### src/rtl/mfd_pkg.sv
// Shared encodings for the memory access fault detector.
// Assumes exception code values fixed by the processor's cause register.
package mfd_pkg;
    typedef enum logic [1:0] {
        SZ_BYTE = 2'd0,
        SZ_HALF = 2'd1,
        SZ_WORD = 2'd2,
        SZ_WRES = 2'd3
    } acc_size_e;

    localparam int CODE_W = 5;
    localparam logic [CODE_W-1:0] CODE_NONE     = 5'd0;
    localparam logic [CODE_W-1:0] CODE_RO_WRITE = 5'd1;
    localparam logic [CODE_W-1:0] CODE_MISS_LD  = 5'd2;
    localparam logic [CODE_W-1:0] CODE_MISS_ST  = 5'd3;
    localparam logic [CODE_W-1:0] CODE_ALIGN_LD = 5'd4;
    localparam logic [CODE_W-1:0] CODE_ALIGN_ST = 5'd5;
    localparam logic [CODE_W-1:0] CODE_WATCH    = 5'd23;
endpackage

### src/rtl/mfd_align_chk.sv
// Alignment check: flags a halfword with bit 0 set or a word with bits 1:0 set.
// Assumes size code 3 is handled as a word; bytes are always aligned.
module mfd_align_chk
    import mfd_pkg::*;
(
    input  logic [1:0] addr_lo,
    input  logic [1:0] size,
    output logic       misalign
);
    // Decide misalignment from the size class and low address bits.
    always_comb begin
        case (acc_size_e'(size))
            SZ_BYTE: misalign = 1'b0;
            SZ_HALF: misalign = addr_lo[0];
            default: misalign = |addr_lo;
        endcase
    end
endmodule

### src/rtl/mfd_watch_chk.sv
// Watchpoint compare over address bits above bit 2 with a per-bit ignore mask.
// Assumes WMASK_W <= ADDR_W-3; mask bit i covers address bit 3+i.
module mfd_watch_chk #(
    parameter int ADDR_W  = 32,
    parameter int WMASK_W = 9
) (
    input  logic [ADDR_W-1:0] vaddr,
    input  logic              is_store,
    input  logic [ADDR_W-1:0] watch_lo,
    input  logic [ADDR_W-1:0] watch_hi,
    output logic              hit
);
    localparam int CMP_W = ADDR_W - 3;

    logic [CMP_W-1:0] bit_ok;
    logic             dir_en;
    logic             unused_wbits;

    // One compare cell per address bit; masked cells always agree.
    for (genvar i = 0; i < CMP_W; i++) begin : g_cmp
        if (i < WMASK_W) begin : g_maskable
            assign bit_ok[i] = watch_hi[3+i] | (vaddr[3+i] == watch_lo[3+i]);
        end else begin : g_fixed
            assign bit_ok[i] = (vaddr[3+i] == watch_lo[3+i]);
        end
    end

    // Pick the enable that matches the access direction.
    always_comb dir_en = is_store ? watch_lo[0] : watch_lo[1];

    // Combine enable and full compare.
    always_comb hit = dir_en & (&bit_ok);

    // Bits that carry no meaning for the compare.
    always_comb unused_wbits = ^{vaddr[2:0], watch_lo[2], watch_hi[2:0],
                                 watch_hi[ADDR_W-1:3+WMASK_W]};
endmodule

### src/rtl/mfd_prio_enc.sv
// Fixed-priority fault encoder: alignment, then miss, then read-only store, then watch.
// Assumes the condition inputs are already qualified only by address and flags.
module mfd_prio_enc
    import mfd_pkg::*;
(
    input  logic              valid,
    input  logic              is_store,
    input  logic              misalign,
    input  logic              tlb_miss,
    input  logic              ro_store,
    input  logic              watch_hit,
    output logic              fault,
    output logic [CODE_W-1:0] code
);
    // Select the single highest-ranked condition and its code.
    always_comb begin
        fault = 1'b1;
        code  = CODE_NONE;
        if (!valid) begin
            fault = 1'b0;
        end else if (misalign) begin
            code = is_store ? CODE_ALIGN_ST : CODE_ALIGN_LD;
        end else if (tlb_miss) begin
            code = is_store ? CODE_MISS_ST : CODE_MISS_LD;
        end else if (ro_store) begin
            code = CODE_RO_WRITE;
        end else if (watch_hit) begin
            code = CODE_WATCH;
        end else begin
            fault = 1'b0;
        end
    end
endmodule

### src/rtl/mem_fault_detect.sv
// Memory-stage fault detector: judges each load/store in its own cycle,
// blocks faulting stores and records the faulting address.
// Assumes translation flags and watch registers are valid with acc_valid.
module mem_fault_detect
    import mfd_pkg::*;
#(
    parameter int ADDR_W  = 32,
    parameter int WMASK_W = 9
) (
    input  logic              clk,
    input  logic              rst_n,
    input  logic              acc_valid,
    input  logic [ADDR_W-1:0] acc_vaddr,
    input  logic [1:0]        acc_size,
    input  logic              acc_store,
    input  logic              tlb_hit,
    input  logic              tlb_writable,
    input  logic [ADDR_W-1:0] watch_lo,
    input  logic [ADDR_W-1:0] watch_hi,
    output logic              fault,
    output logic [4:0]        fault_code,
    output logic              wr_block,
    output logic [ADDR_W-1:0] bad_vaddr
);
    logic misalign;
    logic watch_hit;
    logic tlb_miss;
    logic ro_store;

    mfd_align_chk u_align (
        .addr_lo  (acc_vaddr[1:0]),
        .size     (acc_size),
        .misalign (misalign)
    );

    mfd_watch_chk #(
        .ADDR_W  (ADDR_W),
        .WMASK_W (WMASK_W)
    ) u_watch (
        .vaddr    (acc_vaddr),
        .is_store (acc_store),
        .watch_lo (watch_lo),
        .watch_hi (watch_hi),
        .hit      (watch_hit)
    );

    // Permission conditions from the translation flags.
    always_comb begin
        tlb_miss = ~tlb_hit;
        ro_store = acc_store & tlb_hit & ~tlb_writable;
    end

    mfd_prio_enc u_prio (
        .valid     (acc_valid),
        .is_store  (acc_store),
        .misalign  (misalign),
        .tlb_miss  (tlb_miss),
        .ro_store  (ro_store),
        .watch_hit (watch_hit),
        .fault     (fault),
        .code      (fault_code)
    );

    // Block the write of any store that faults.
    always_comb wr_block = fault & acc_store;

    // Capture the address of a faulting access for the handler.
    always_ff @(posedge clk) begin
        if (!rst_n) begin
            bad_vaddr <= '0;
        end else if (fault) begin
            bad_vaddr <= acc_vaddr;
        end
    end
endmodule

### config.mk
export PLATFORM = sky130hd
export DESIGN_NAME = mem_fault_detect
export DESIGN_NICKNAME = d
export VERILOG_FILES = /design/src/rtl/mfd_pkg.sv /design/src/rtl/mfd_align_chk.sv /design/src/rtl/mfd_watch_chk.sv /design/src/rtl/mfd_prio_enc.sv /design/src/rtl/mem_fault_detect.sv
export SDC_FILE = /design/constraint.sdc
export NUM_CORES = 1
export LEC_CHECK = 0
export ABC_AREA = 1
export BUFFER_PORTS_ARGS = -buffer_cell sky130_fd_sc_hd__buf_2
export CELL_PAD_IN_SITES_DETAIL_PLACEMENT = 1
export CELL_PAD_IN_SITES_GLOBAL_PLACEMENT = 2
export CORE_ASPECT_RATIO = 0.5
export CORE_MARGIN = 2
export CORE_UTILIZATION = 19
export DETAILED_ROUTE_END_ITERATION = 16
export HOLD_SLACK_MARGIN = 0.05
export MAX_ROUTING_LAYER = met4
export PLACE_DENSITY = 0.82
export REMOVE_ABC_BUFFERS = 1
export SLEW_MARGIN = 20
export SYNTH_ARGS = -nofsm -noshare
export SYNTH_HDL_FRONTEND = slang
export SYNTH_SLANG_ARGS = --single-unit
export TNS_END_PERCENT = 50
### constraint.sdc
create_clock -name clk -period 1.71 [get_ports clk]
set_input_delay 0.0855 -clock clk [delete_from_list [all_inputs] [get_ports clk]]
set_output_delay 0.0855 -clock clk [all_outputs]
set_load 0.1 [all_outputs]
==> results.md <==
Die:
- The die is 153.1 um wide.
- The initial standard-cell utilization of the core is 19.36%.
- The number of ports placed on the die boundary is 143.
- The floorplan has 27 rows.
- The floorplan die height is 78.55 um.
- The core region is 0.01091 mm2.
- The die covers 0.01203 mm2.

Synthesis:
- After synthesis, the cell types taking the most area are sky130_fd_sc_hd__dfxtp_1 30%, sky130_fd_sc_hd__nand2_1 19%, sky130_fd_sc_hd__inv_1 11%, sky130_fd_sc_hd__nor2_1 9.1%, sky130_fd_sc_hd__a21oi_1 8.5%.
- The top cell type by area accounts for 30.33% of the synthesized area.
- Summing the areas of all fa, ha and maj instances in the mapped netlist gives 0% of the synthesized area.
- The cell taking the most area after synthesis is sky130_fd_sc_hd__dfxtp_1.
- The Yosys step of the flow raised 0 warnings.
- Of the total synthesized cell area, the portion taken by AND, OR, NAND and NOR gates is 40.40%.
- The area of the mapped netlist is 0.002112 mm2.
- Measured against the total synthesized area, the mux share comes to 0%.
- After Yosys synthesis, XOR and XNOR cells account for 1.244% of the synthesized area.
- Summing the areas of all compound-gate instances in the mapped netlist gives 11.02% of the synthesized area.
- Counting flops with an async set or reset pin after synthesis yields a share of 0%.
- The combinational family with the most area after synthesis is simple AND/OR/NAND/NOR gates.
- The synthesized flop and latch total is 32.
- The synthesized design contains 0 enable-type register cells.
- The most instantiated flip-flop cell in the synthesis netlist is sky130_fd_sc_hd__dfxtp_1.
- Sequential elements use 30.33% of the synthesized area.
- The synthesized netlist contains 23 unique library cells.
- The post-synthesis instance total is 366.
- Dividing the synthesized area by the synthesized cell count gives 5.771 um2.

Outcome:
- The run finished with clean final reports.

STA:
- The final critical path time including I/O delays and setup is 1.615 ns.
- The highest clock frequency the design can meet is 619.3 MHz.
- The actual transition at the worst max-transition pin is 0.6175 ns.
- The headroom to the max-slew limit is 58.83%.
- Setup repair after global routing could not meet its margin everywhere.
- The final count of hold timing violations is 0.
- Dividing the final minimum period by the clock period gives 94.43%.
- The count of final max-slew check failures is 0.
- Between clock sinks in the finished design, the worst skew comes to 0 ns.
- The total negative setup slack is 0 ns.
- The setup-violating endpoint count in the final report is 0.

Clock network:
- The worst-skew pair later-pin latency is 0.27 ns.
- The TritonCTS sink count is 32.
- The number of levels in the clock H-tree is 2.
- The CTS tree is done.
- Counting along the longest clock path gives a buffer depth of 2.
- The TritonCTS buffer count is 5.
- The cell at the root of the clock tree is sky130_fd_sc_hd__clkbuf_16.
- Clock-pin slew was measured on the worst setup and hold paths at 0.06 ns.

Worst setup path:
- The sort of element at the end of the critical path is a primary output.
- The worst register-to-register path begins at bad_vaddr[2]$_SDFFE_PN0P_.
- In this design, the critical path's most frequently occurring cell is sky130_fd_sc_hd__nand2_1.
- The arrival time at the worst endpoint is 1.53 ns.
- The data required time at the worst endpoint is 1.62 ns.
- The endpoint identified for the worst register-to-register timing path is bad_vaddr[2]$_SDFFE_PN0P_.
- The critical path goes through buf_2, inv_1, nand2_1, nand2_1, nor2_1, nand2_1, nor2_2, nand3_2, nor2_4, a21oi_1, nor3_1, buf_4, buf_12.
- The slowest stage of the critical path is the sky130_fd_sc_hd__nor2_4 cell.
- For this run, the slowest stage of the critical path takes 0.16 ns.
- STA classifies the critical path startpoint as an input port.
- The family of cells with the greatest summed delay on the critical path is simple AND/OR/NAND/NOR gates.
- The worst register-to-register path has a depth of 2.
- The maximum net fanout on the critical path is 2.
- The path type of the worst setup path is input port to primary output.
- The minimum setup slack among reg-to-reg paths is 1.09 ns.
- The worst path buffer plus inverter count is 4.

Power:
- The power density over the cells is 927.3 mW/mm2.
- IR analysis of the VDD net gives a maximum drop of 544.9 uV.
- After layout, the design draws a total of 2.912 mW.
- The leakage power of the design is 1.817 nW.

Global route:
- The first-pass GRT wire length is 11150 um.
- Summed over all layers, the global routing overflow is 0.
- Global routing consumed, on the met3 layer, 2.374% of the routing resources.
- The global routing stage identified its most utilized layer as met2.
- The global-route total usage across every layer is 11.73%.
- The number of antenna violations at the first check in global routing is 0.
- The via count of the first global-routing pass is 2362.
- The largest net degree at the start of global routing is 48.
- The fraction of met2 tracks used by global routing is 21.74%.
- In the global route stage, met1 resource usage came out at 13.31%.

Final layout:
- The filler-free cell count of the finished design is 629.
- Counting flops per register, the top entry is bad_vaddr.
- The largest registers in the layout are bad_vaddr: 32 flops.
- Summing all flip-flop and latch instances after layout gives 640.6 um2.
- The number of nets in the finished design is 587.
- The share of final-layout standard cells stronger than drive strength 1 is 30.79%.
- The most common cell after layout, fill and taps aside is sky130_fd_sc_hd__buf_2.
- The finished cells cover 0.003141 mm2.
- The number of filler instances in the final layout is 1436.
- The register with the most flip-flops in the layout has 32 of them.
- The area of the multi-input gates is 0.001147 mm2.
- From synthesis to final layout, the design area changed by 48.70%.
- The number of diodes added for antenna fixing is 0.
- In the layout the commonest cells are 111 x sky130_fd_sc_hd__buf_2, 108 x sky130_fd_sc_hd__nand2_1, 61 x sky130_fd_sc_hd__inv_1.

Hold path:
- The hold-critical path depth is 5.
- The worst hold path belongs to the class input port to flip-flop.
- The worst-case hold path end point is bad_vaddr[2]$_SDFFE_PN0P_.
- The launch instance of the worst min-delay path is acc_vaddr[2].

Drt:
- After detailed routing, the number of remaining DRC violations is 0.
- The first TritonRoute pass finished after 3 iterations.
- The final antenna-violating net count is 0.
- After the first detailed-routing iteration, the DRC count stood at 149.
- The total vias in the final route is 2499.
- The mean number of vias per cell is 3.973.
- The routed wire length per instance is 11.24 um.
- For this block, the routed nets add up to 7071 um of wire.

Placement:
- Detailed placement ended at an HPWL of 5596 um.
- After detailed placement, the total cell area comes to 0.002945 mm2.
- The number of placed cells counting well taps is 621.
- During placement, the flow inserted port buffers numbering 117.
- The routability congestion estimate from global placement is 0.7922.

Job:
- The max-capacitance violation count is 0.
-- kinds of logic after synthesis --
family          count (synthesis)
simple gates                  206
buf+inv                        81
compound gates                 43
flops                          32
xor+xnor                        3
other cells                     1
-- layer usage --
metal	wire, um	share of wire, %	vias to the layer above
li1	-	-	1341
met1	3101	44	1132
met2	3747	53	24
met3	181	2.6	2
met4	41	0.58	0
met5	0	0	-
-- metrics by stage --
stage	hold WS [ns]	setup WS, ns	util (%)
6_report	0.1322	0.09524	28.78
4_1_cts	0.1391	0.02908	28.52
5_1_grt	0.1523	-0.03552	28.78
2_1_floorplan	0.2062	-1.235	-
3_5_place_dp	0.4248	-0.005573	26.99
3_3_place_gp	0.4055	0.07048	26.99
-- cell usage after synthesis, types with 3 or more instances --
cell	instances
sky130_fd_sc_hd__dfxtp_1	32
sky130_fd_sc_hd__o21ai_0	3
sky130_fd_sc_hd__buf_1	3
sky130_fd_sc_hd__clkbuf_1	6
sky130_fd_sc_hd__nor2_1	51
sky130_fd_sc_hd__nand2_1	108
sky130_fd_sc_hd__nand3_1	36
sky130_fd_sc_hd__buf_6	6
sky130_fd_sc_hd__nand3b_1	5
sky130_fd_sc_hd__xnor2_1	3
sky130_fd_sc_hd__a21oi_1	36
sky130_fd_sc_hd__inv_1	61
-- tightest hold or removal path, delay by kind of cell --
| family | cells | cell delay [ns] |
|---|---|---|
| buffers and inverters | 2 | 0.10 |
| and+or+nand+nor | 3 | 0.18 |
-- final cells by class --
class	count	area share, %
sequential	32	20.40
multi-input combinational	253	36.53
clock buffer	6	4.104
inverter	63	7.530
clock inverter	2	1.116
tap	145	5.777
timing repair buffer	128	24.54
-- worst max-delay path by stage --
stage | depth (start not counted) | start | slack (ns) | to
floorplan | 8 | acc_vaddr[10] | -1.23 | fault_code[4]
global placement | 13 | acc_vaddr[25] | 0.07 | fault_code[4]
detailed placement | 13 | acc_vaddr[25] | -0.006 | fault_code[4]
CTS | 13 | acc_vaddr[25] | 0.03 | fault_code[4]
global route | 13 | acc_vaddr[25] | -0.04 | fault_code[1]
finish | 13 | acc_vaddr[25] | 0.1 | fault_code[1]
-- power breakdown --
| group | internal [mW] | switching, mW | leakage [nW] |
|---|---|---|---|
| clock network | 0.685 | 0.325 | 0.0808 |
| logic | 0.268 | 0.798 | 1.47 |
| registers | 0.808 | 0.0283 | 0.266 |
-- repair_timing --
item,4_1_cts,5_1_grt
pin swaps,0,2
endpoints found under the setup margin,1,5
hold buffers,0,0
buffers inserted,0,0
gates resized for setup,1,8
No activity file was read; power rests on OpenSTA's default activity.
